--- src/rtl/poll_pkg.sv ---
`timescale 1ns/1ps
package poll_pkg;
    typedef enum logic [2:0] {
        ST_IDLE,
        ST_SETTLE,
        ST_PROBE,
        ST_SERVE,
        ST_RECHECK,
        ST_FAULT
    } poll_state_t;
endpackage

--- src/rtl/poll_settle_timer.sv ---
`timescale 1ns/1ps
module poll_settle_timer #(
    parameter int SETTLE = 2
) (
    input  logic clk,
    input  logic rst_n,
    input  logic clr,
    output logic expired
);
    localparam int CW = (SETTLE < 1) ? 1 : $clog2(SETTLE + 1);

    logic [CW-1:0] cnt_q;

    assign expired = (cnt_q == CW'(SETTLE));

    always_ff @(posedge clk or negedge rst_n) begin
        if (!rst_n) begin
            cnt_q <= '0;
        end else if (clr) begin
            cnt_q <= '0;
        end else if (!expired) begin
            cnt_q <= cnt_q + 1'b1;
        end
    end
endmodule

--- src/rtl/poll_cursor.sv ---
`timescale 1ns/1ps
module poll_cursor #(
    parameter int ADDR_W = 3
) (
    input  logic              clk,
    input  logic              rst_n,
    input  logic              clr_probes,
    input  logic              step,
    output logic [ADDR_W-1:0] addr,
    output logic              last_probe
);
    localparam int NSLOT = 1 << ADDR_W;

    logic [ADDR_W-1:0] cur_q;
    logic [ADDR_W-1:0] probes_q;

    assign addr       = cur_q;
    assign last_probe = (probes_q == ADDR_W'(NSLOT - 1));

    always_ff @(posedge clk or negedge rst_n) begin
        if (!rst_n) begin
            cur_q    <= '0;
            probes_q <= '0;
        end else begin
            if (step) begin
                cur_q <= cur_q + 1'b1;
            end
            if (clr_probes) begin
                probes_q <= '0;
            end else if (step) begin
                probes_q <= probes_q + 1'b1;
            end
        end
    end
endmodule

--- src/rtl/poll_fsm.sv ---
`timescale 1ns/1ps
module poll_fsm
    import poll_pkg::*;
(
    input  logic clk,
    input  logic rst_n,
    input  logic pend_n,
    input  logic req,
    input  logic done,
    input  logic settle_expired,
    input  logic last_probe,
    output logic sel,
    output logic found,
    output logic scan_err,
    output logic timer_clr,
    output logic cursor_step,
    output logic probes_clr
);
    poll_state_t state_q;
    poll_state_t state_d;

    always_ff @(posedge clk or negedge rst_n) begin
        if (!rst_n) begin
            state_q <= ST_IDLE;
        end else begin
            state_q <= state_d;
        end
    end

    always_comb begin
        state_d = state_q;
        unique case (state_q)
            ST_IDLE: begin
                if (!pend_n) state_d = ST_SETTLE;
            end
            ST_SETTLE: begin
                if (settle_expired) state_d = ST_PROBE;
            end
            ST_PROBE: begin
                if (req)             state_d = ST_SERVE;
                else if (last_probe) state_d = ST_FAULT;
                else                 state_d = ST_SETTLE;
            end
            ST_SERVE: begin
                if (done) state_d = ST_RECHECK;
            end
            ST_RECHECK: begin
                state_d = pend_n ? ST_IDLE : ST_SETTLE;
            end
            ST_FAULT: begin
                state_d = ST_IDLE;
            end
            default: state_d = ST_IDLE;
        endcase
    end

    always_comb begin
        sel         = 1'b0;
        found       = 1'b0;
        scan_err    = 1'b0;
        timer_clr   = 1'b1;
        cursor_step = 1'b0;
        probes_clr  = 1'b0;
        unique case (state_q)
            ST_IDLE: begin
                probes_clr = 1'b1;
            end
            ST_SETTLE: begin
                sel       = 1'b1;
                timer_clr = 1'b0;
            end
            ST_PROBE: begin
                sel         = 1'b1;
                cursor_step = !req;
            end
            ST_SERVE: begin
                sel         = 1'b1;
                found       = 1'b1;
                cursor_step = done;
            end
            ST_RECHECK: begin
                probes_clr = 1'b1;
            end
            ST_FAULT: begin
                scan_err = 1'b1;
            end
            default: begin
                probes_clr = 1'b1;
            end
        endcase
    end
endmodule

--- src/rtl/irq_poll_master.sv ---
`timescale 1ns/1ps
module irq_poll_master #(
    parameter int ADDR_W = 3,
    parameter int SETTLE = 2
) (
    input  logic              clk,
    input  logic              rst_n,
    input  logic              pend_n,
    input  logic              req_i,
    input  logic              svc_done_i,
    output logic              sel_o,
    output logic [ADDR_W-1:0] addr_o,
    output logic              found_o,
    output logic              scan_err_o,
    output logic              foreign_o
);
    logic settle_expired;
    logic timer_clr;
    logic cursor_step;
    logic probes_clr;
    logic last_probe;
    logic foreign_q;

    poll_fsm u_fsm (
        .clk            (clk),
        .rst_n          (rst_n),
        .pend_n         (pend_n),
        .req            (req_i),
        .done           (svc_done_i),
        .settle_expired (settle_expired),
        .last_probe     (last_probe),
        .sel            (sel_o),
        .found          (found_o),
        .scan_err       (scan_err_o),
        .timer_clr      (timer_clr),
        .cursor_step    (cursor_step),
        .probes_clr     (probes_clr)
    );

    poll_settle_timer #(.SETTLE(SETTLE)) u_timer (
        .clk     (clk),
        .rst_n   (rst_n),
        .clr     (timer_clr),
        .expired (settle_expired)
    );

    poll_cursor #(.ADDR_W(ADDR_W)) u_cursor (
        .clk        (clk),
        .rst_n      (rst_n),
        .clr_probes (probes_clr),
        .step       (cursor_step),
        .addr       (addr_o),
        .last_probe (last_probe)
    );

    always_ff @(posedge clk or negedge rst_n) begin
        if (!rst_n) begin
            foreign_q <= 1'b0;
        end else begin
            foreign_q <= !sel_o && req_i;
        end
    end

    assign foreign_o = foreign_q;
endmodule

--- config.mk ---
export PLATFORM = sky130hd
export DESIGN_NAME = irq_poll_master
export DESIGN_NICKNAME = d
export VERILOG_FILES = /design/src/rtl/poll_pkg.sv /design/src/rtl/poll_settle_timer.sv /design/src/rtl/poll_cursor.sv /design/src/rtl/poll_fsm.sv /design/src/rtl/irq_poll_master.sv
export SDC_FILE = /design/constraint.sdc
export NUM_CORES = 1
export LEC_CHECK = 0
export BUFFER_PORTS_ARGS = -buffer_cell sky130_fd_sc_hd__buf_2
export CELL_PAD_IN_SITES_DETAIL_PLACEMENT = 1
export CELL_PAD_IN_SITES_GLOBAL_PLACEMENT = 1
export CORE_UTILIZATION = 36
export DETAILED_ROUTE_END_ITERATION = 7
export PLACE_DENSITY = 0.83
export SLEW_MARGIN = 20
export SYNTH_ARGS = -nofsm -noshare
export SYNTH_HDL_FRONTEND = slang
export SYNTH_SLANG_ARGS = --single-unit
--- constraint.sdc ---
create_clock -name clk -period 1.33 [get_ports clk]
set_clock_uncertainty 0.05 [all_clocks]
set_input_delay 0.266 -clock clk [delete_from_list [all_inputs] [get_ports clk]]
set_output_delay 0.266 -clock clk [all_outputs]
set_load 0.02 [all_outputs]
After elaboration in Yosys (flattened, before gate mapping)
Cells that the tools add are included.

word-level totals
  flip-flop bits (word level) = 12
  latch bits = 0
  memory bits (writable) = 0
  bits in read-only memories = 0
  word-level logic and storage cells = 42
  memories kept = 0

cells by class
  add/subtract/negate cells = 3
  $mul = 0
  div/mod/pow operators = 0
  magnitude comparators = 0
  equality and inequality tests = 12
  shifts and indexed selects = 0
  multiplexer cells = 15
  bitwise operators = 0
  reductions and logical operators = 7

operators with widths
  cell                   number
  $mux W3                7
  $pmux W3 S5            1
  $eq A3 B3 Y1 const B   3
  $ne A2 B2 Y1 const B   4
  $add A3 B1 Y3 const B  2
  $eq A3 B2 Y1 const B   2
  $mux W1                4
  $mux W2                2
  $reduce_or A4 Y1       1
  $eq A3 B1 Y1 const B   1
  $logic_not A3 Y1       1
  $reduce_and A3 Y1      1
  $reduce_or A3 Y1       1
  $add A2 B1 Y2 const B  1
  $eq A2 B2 Y1 const B   1
  $logic_not A1 Y1       2
  $ne A2 B1 Y1 const B   1
  $pmux W1 S2            1
  $logic_and A1 B1 Y1    1

Logic depth before layout (Yosys ltp)
  word-level depth = 5
  mapped depth = 5
  gate-level depth less buffers = 5

By module
Synthesis repeated with hierarchy kept, for this count alone.

second synthesis, totals
  cell total of the unflattened synthesis = 55
  area, all modules = 608.1 um^2

by module, submodules not included
  module             instances  cells an instance  area each (um^2)
  poll_cursor        1          20                 275.3
  poll_fsm           1          24                 196.4
  poll_settle_timer  1          9                  97.6
  irq_poll_master    1          2                  38.8

Least setup slack after synthesis
OpenSTA, ideal clock, no wires.

  kind = register to register
  start point = reg u_fsm.state_q[0]
  end point = reg u_cursor.cur_q[1] (netlist: u_cursor.addr[1])
  setup time = 0.125 ns
  data arrival time = 1.087 ns
  required time = 1.155 ns
  setup slack = 0.068 ns
  cell stages (with the launch flop) = 4
  buffers on the path = 0
  cell sequence = dfrtp_1 or2_4 a21oi_4 mux2_4

on the way
  word-level cells in the longest chain between the ends = 2
  elaborated cells between the ends (all ways) = 3
  classes of those cells = eq/ne: 2; mux: 1

ends and longest elaborated chain
  what                      RTL line           source
  start: declaration        poll_fsm.sv:19     poll_state_t state_q;
  start signal: assignment  poll_fsm.sv:26     state_q <= state_d;
  $eq A3 B2 Y1              poll_fsm.sv:64     unique case (state_q)
  $pmux W1 S2 *             poll_fsm.sv:64
  end signal: assignment    poll_cursor.sv:26  cur_q <= cur_q + 1'b1;
  end: declaration          poll_cursor.sv:14  logic [ADDR_W-1:0] cur_q;

Mark *: on every way between the ends. The rest lies on a longest branch, timed or not.
A chain may end at the register's enable or synchronous reset.

Worst setup path after layout
  start point = reg u_fsm.state_q[0]
  end point = out scan_err_o

on the way
  word-level cells in the longest chain between the ends = 2

ends and longest elaborated chain
  what              RTL line               source
  $eq A3 B3 Y1      poll_fsm.sv:64
  $mux W1           poll_fsm.sv:64
  end: declaration  irq_poll_master.sv:14  output logic scan_err_o,

Every way passes these cells.

==> results.md <==
* Final number of setup-violating endpoints at 5
* Max_slew headroom at 81.35%
* First-pass GRT wire length at 2801 um
* Longest Clk Path Bufs at 2
* Fin crit period at 1.533 ns
* TNS Setup at -0.5880 ns
* Part of the Yosys area used for sequential elements at 44.44%
* P per Cell Area at 2355 nW/um2
* Layout Nets at 106
* # fillers at 199
* Clock Root Buffer: clkbuf_4
* Worst EP arrival at 1.22 ns
* Antenna Violating Nets Remaining at 0
* CP Capture Type: output port
* DRC errors left at 0
* Most frequent CP cell: buf_6
* Cells after synthesis at 66
* Final max-slew violation count at 0
* Clock transition at path regs at 0.08 ns
* ANT cells at 0
* Distinct cells, synth at 29
* Worst-margin pin slew at 0.2798 ns
* Cells along the critical path: buf_6 -> and2b_1 -> and2_4 -> buf_6
* Worst slack at placement at 0.02810 ns
* Yosys top cell by area: dfrtp_1
* PortBufs at 11
* Dpl hpwl at 1245 um
* Crit path max-delay family: flip-flops
* Area contributors post-synth: dfrtp_1 (44%), ha_1 (7.4%), nor2_1 (3.9%)
* Slowest cell on crit path: dfrtp_1
* F_max at 652.1 MHz
* Leak pwr at 0.4717 nW
* Buf/Inv on CP at 2
* Setup Crit Path Kind: reg2out
* Area Growth Syn to Fin at 46.67%
* Final Cycle Share at 115.3%
* Die area at 2054 um2
* Design Area, Final at 991.0 um2
* Tot GR Track Use at 20.07%
* Rows at 15
* Worst skew pair latency at 0.28 ns
* Placed Cells at 109
* Vias in the first global route at 622
* Initial antenna violation count at 0
* TritonRoute pass-1 iters at 2
* Via count at 579
* Non-filler cells, final at 121
* Die H at 45.32 um
* Register bit count reported by yosys at 12
* GPL Wtd Cong at 0.7973
* TritonCTS buffer count at 3
* Initial Util at 38.71%
* Hold crit path type: in2reg
* FF/Latch Area at 301.5 um2
* Multi-input logic area at 410.4 um2
* Synthesized net count at 75
* Share of the synthesized area in the top cell type at 44.44%
* Largest net degree at the start of global routing at 13
* CP startpoint kind: register
* CTS tree: yes
* Layout cells sized above 1 at 51.04%
* Status: complete, but fails checks
* Die width at 45.32 um
* Area of the core at 1745 um2
* YS warnings at 0
* Failing checks: negative setup slack
* Vias per cell at 4.785
* Peak VDD IR at 0.001070 V
* Final WL at 1796 um
* Fin. Hold Viols at 0
* Clk sinks at 12
* Drt initial violations at 3
* CP peak stage delay at 0.39 ns
* CP Max Fanout at 3
* Global route total overflow at 0
* DP Area at 814.5 um2
* Req. time, crit path at 1.01 ns
* Cell Area, Synth at 675.6 um2
* Synthesized area per cell at 10.24 um2
* Routed wire per std cell at 14.84 um
* I/O Pins at 12
* Depth of the CTS H-tree at 1
* Final WS setup at -0.2035 ns
* RSZ-0062 raised after global routing: true
* Max Cap Viol at 0
-- layout by cell type (no fill, tap or decap), drive strengths merged --
master	instances
a21oi	6
and2	3
and2b	2
buf	26
clkbuf	4
dfrtp	12
dlygate4sd3	1
ha	4
inv	3
mux2	1
nand2	5
nand2b	2
nand3b	1
nand4	2
nor2	8
nor2b	3
nor3	3
o211ai	3
o21ai	1
o22ai	1
o32ai	1
or2	1
xnor2	1
xor2	2
-- metal layers --
metal	track usage, %	vias to the layer above	routed length (um)
li1	-	289	-
met1	24.49	276	780
met2	33.04	11	944
met3	2.800	3	47
met4	12.73	0	24
met5	0	-	0
-- cells by family (layout without fill, tap and decap cells) --
kind of cell               after synthesis  in the layout  share of synthesized area (%)
adders and majority gates                4              4                          7.408
muxes                                    1              1                          2.222
xor gates and xnor gates                 3              3                          3.890
buffers and inverters                    4             34                          2.778
DFF                                     12             12                          44.44
AOI/OAI and AO/OA                       12             12                          14.26
and+or+nand+nor                         30             30                          25.00
-- state kept, by name, indices dropped and copies added, names as in the netlist --
register           cells
u_cursor.probes_q      3
u_fsm.state_q          3
foreign_o              1
u_cursor.addr          3
u_timer.cnt_q          2
-- power by group --
group	leakage (nW)	switching (W)	internal, W
Combinational	0.297	0.000753	0.000687
Clock	0.0210	0.000132	0.000167
Sequential	0.154	0.0000921	0.000502
Total	0.472	0.000977	0.00136
-- cell type report --
class | instances | share of cell area, %
multi-input combinational | 50 | 41.41
sequential | 12 | 30.43
timing repair buffer | 27 | 20.20
clock buffer | 4 | 3.662
tap | 25 | 3.157
inverter | 3 | 1.136
-- cell usage after synthesis --
cell      count
and2b_1       1
inv_1         3
or2_4         1
o211ai_2      1
nor2b_1       3
buf_4         1
nand2_2       1
xor2_1        2
ha_1          4
o22ai_1       1
nand2b_2      1
nor3_1        3
nand2b_1      1
and2b_2       1
nor2_2        1
mux2_4        1
nand2_1       4
o211ai_1      2
a21oi_1       5
and2_1        2
nand3b_1      1
nor2_1        7
and2_4        1
dfrtp_1      12
o32ai_2       1
xnor2_1       1
a21oi_4       1
nand4_1       2
o21ai_1       1
-- worst register-to-register path, cell delays in order (launching register included) --
cell and delay, ns:
dfrtp_1 0.39, buf_4 0.14, or2_4 0.26, a21oi_4 0.17, mux2_4 0.31
-- worst paths after layout --
check	depth (start not counted)	start	to	slack, ns
worst max-delay path	4	u_fsm.state_q[0]	scan_err_o	-0.20
worst min-delay path	4	pend_n	u_fsm.state_q[0]	0.28
worst max register to register	4	u_fsm.state_q[0]	u_cursor.addr[1]	-0.10
worst min register to register	1	u_cursor.addr[2]	u_cursor.addr[2]	0.43
max in group asynchronous	2	rst_n	u_cursor.probes_q[0]	0.64
min in group asynchronous	2	rst_n	u_cursor.probes_q[2]	0.35
-- metrics by stage --
step / util [%] / power, W / hold slack, ns
floorplan: - / 0.001315 / -0.07959
global placement: 46.67 / 0.001649 / 0.1174
detailed placement: 46.67 / 0.001707 / 0.1181
CTS: 53.62 / 0.002206 / 0.2946
global route: 56.77 / 0.002490 / 0.3056
finish: 56.77 / 0.002333 / 0.2789
-- what timing repair did --
item,CTS,global route
pin swaps,3,8
hold buffers,1,0
buffers inserted,6,4
gates resized for setup,9,11
setup endpoints to repair,3,11
hold endpoints to repair,12,0
Note: power is estimated with default switching activity, not from simulation.
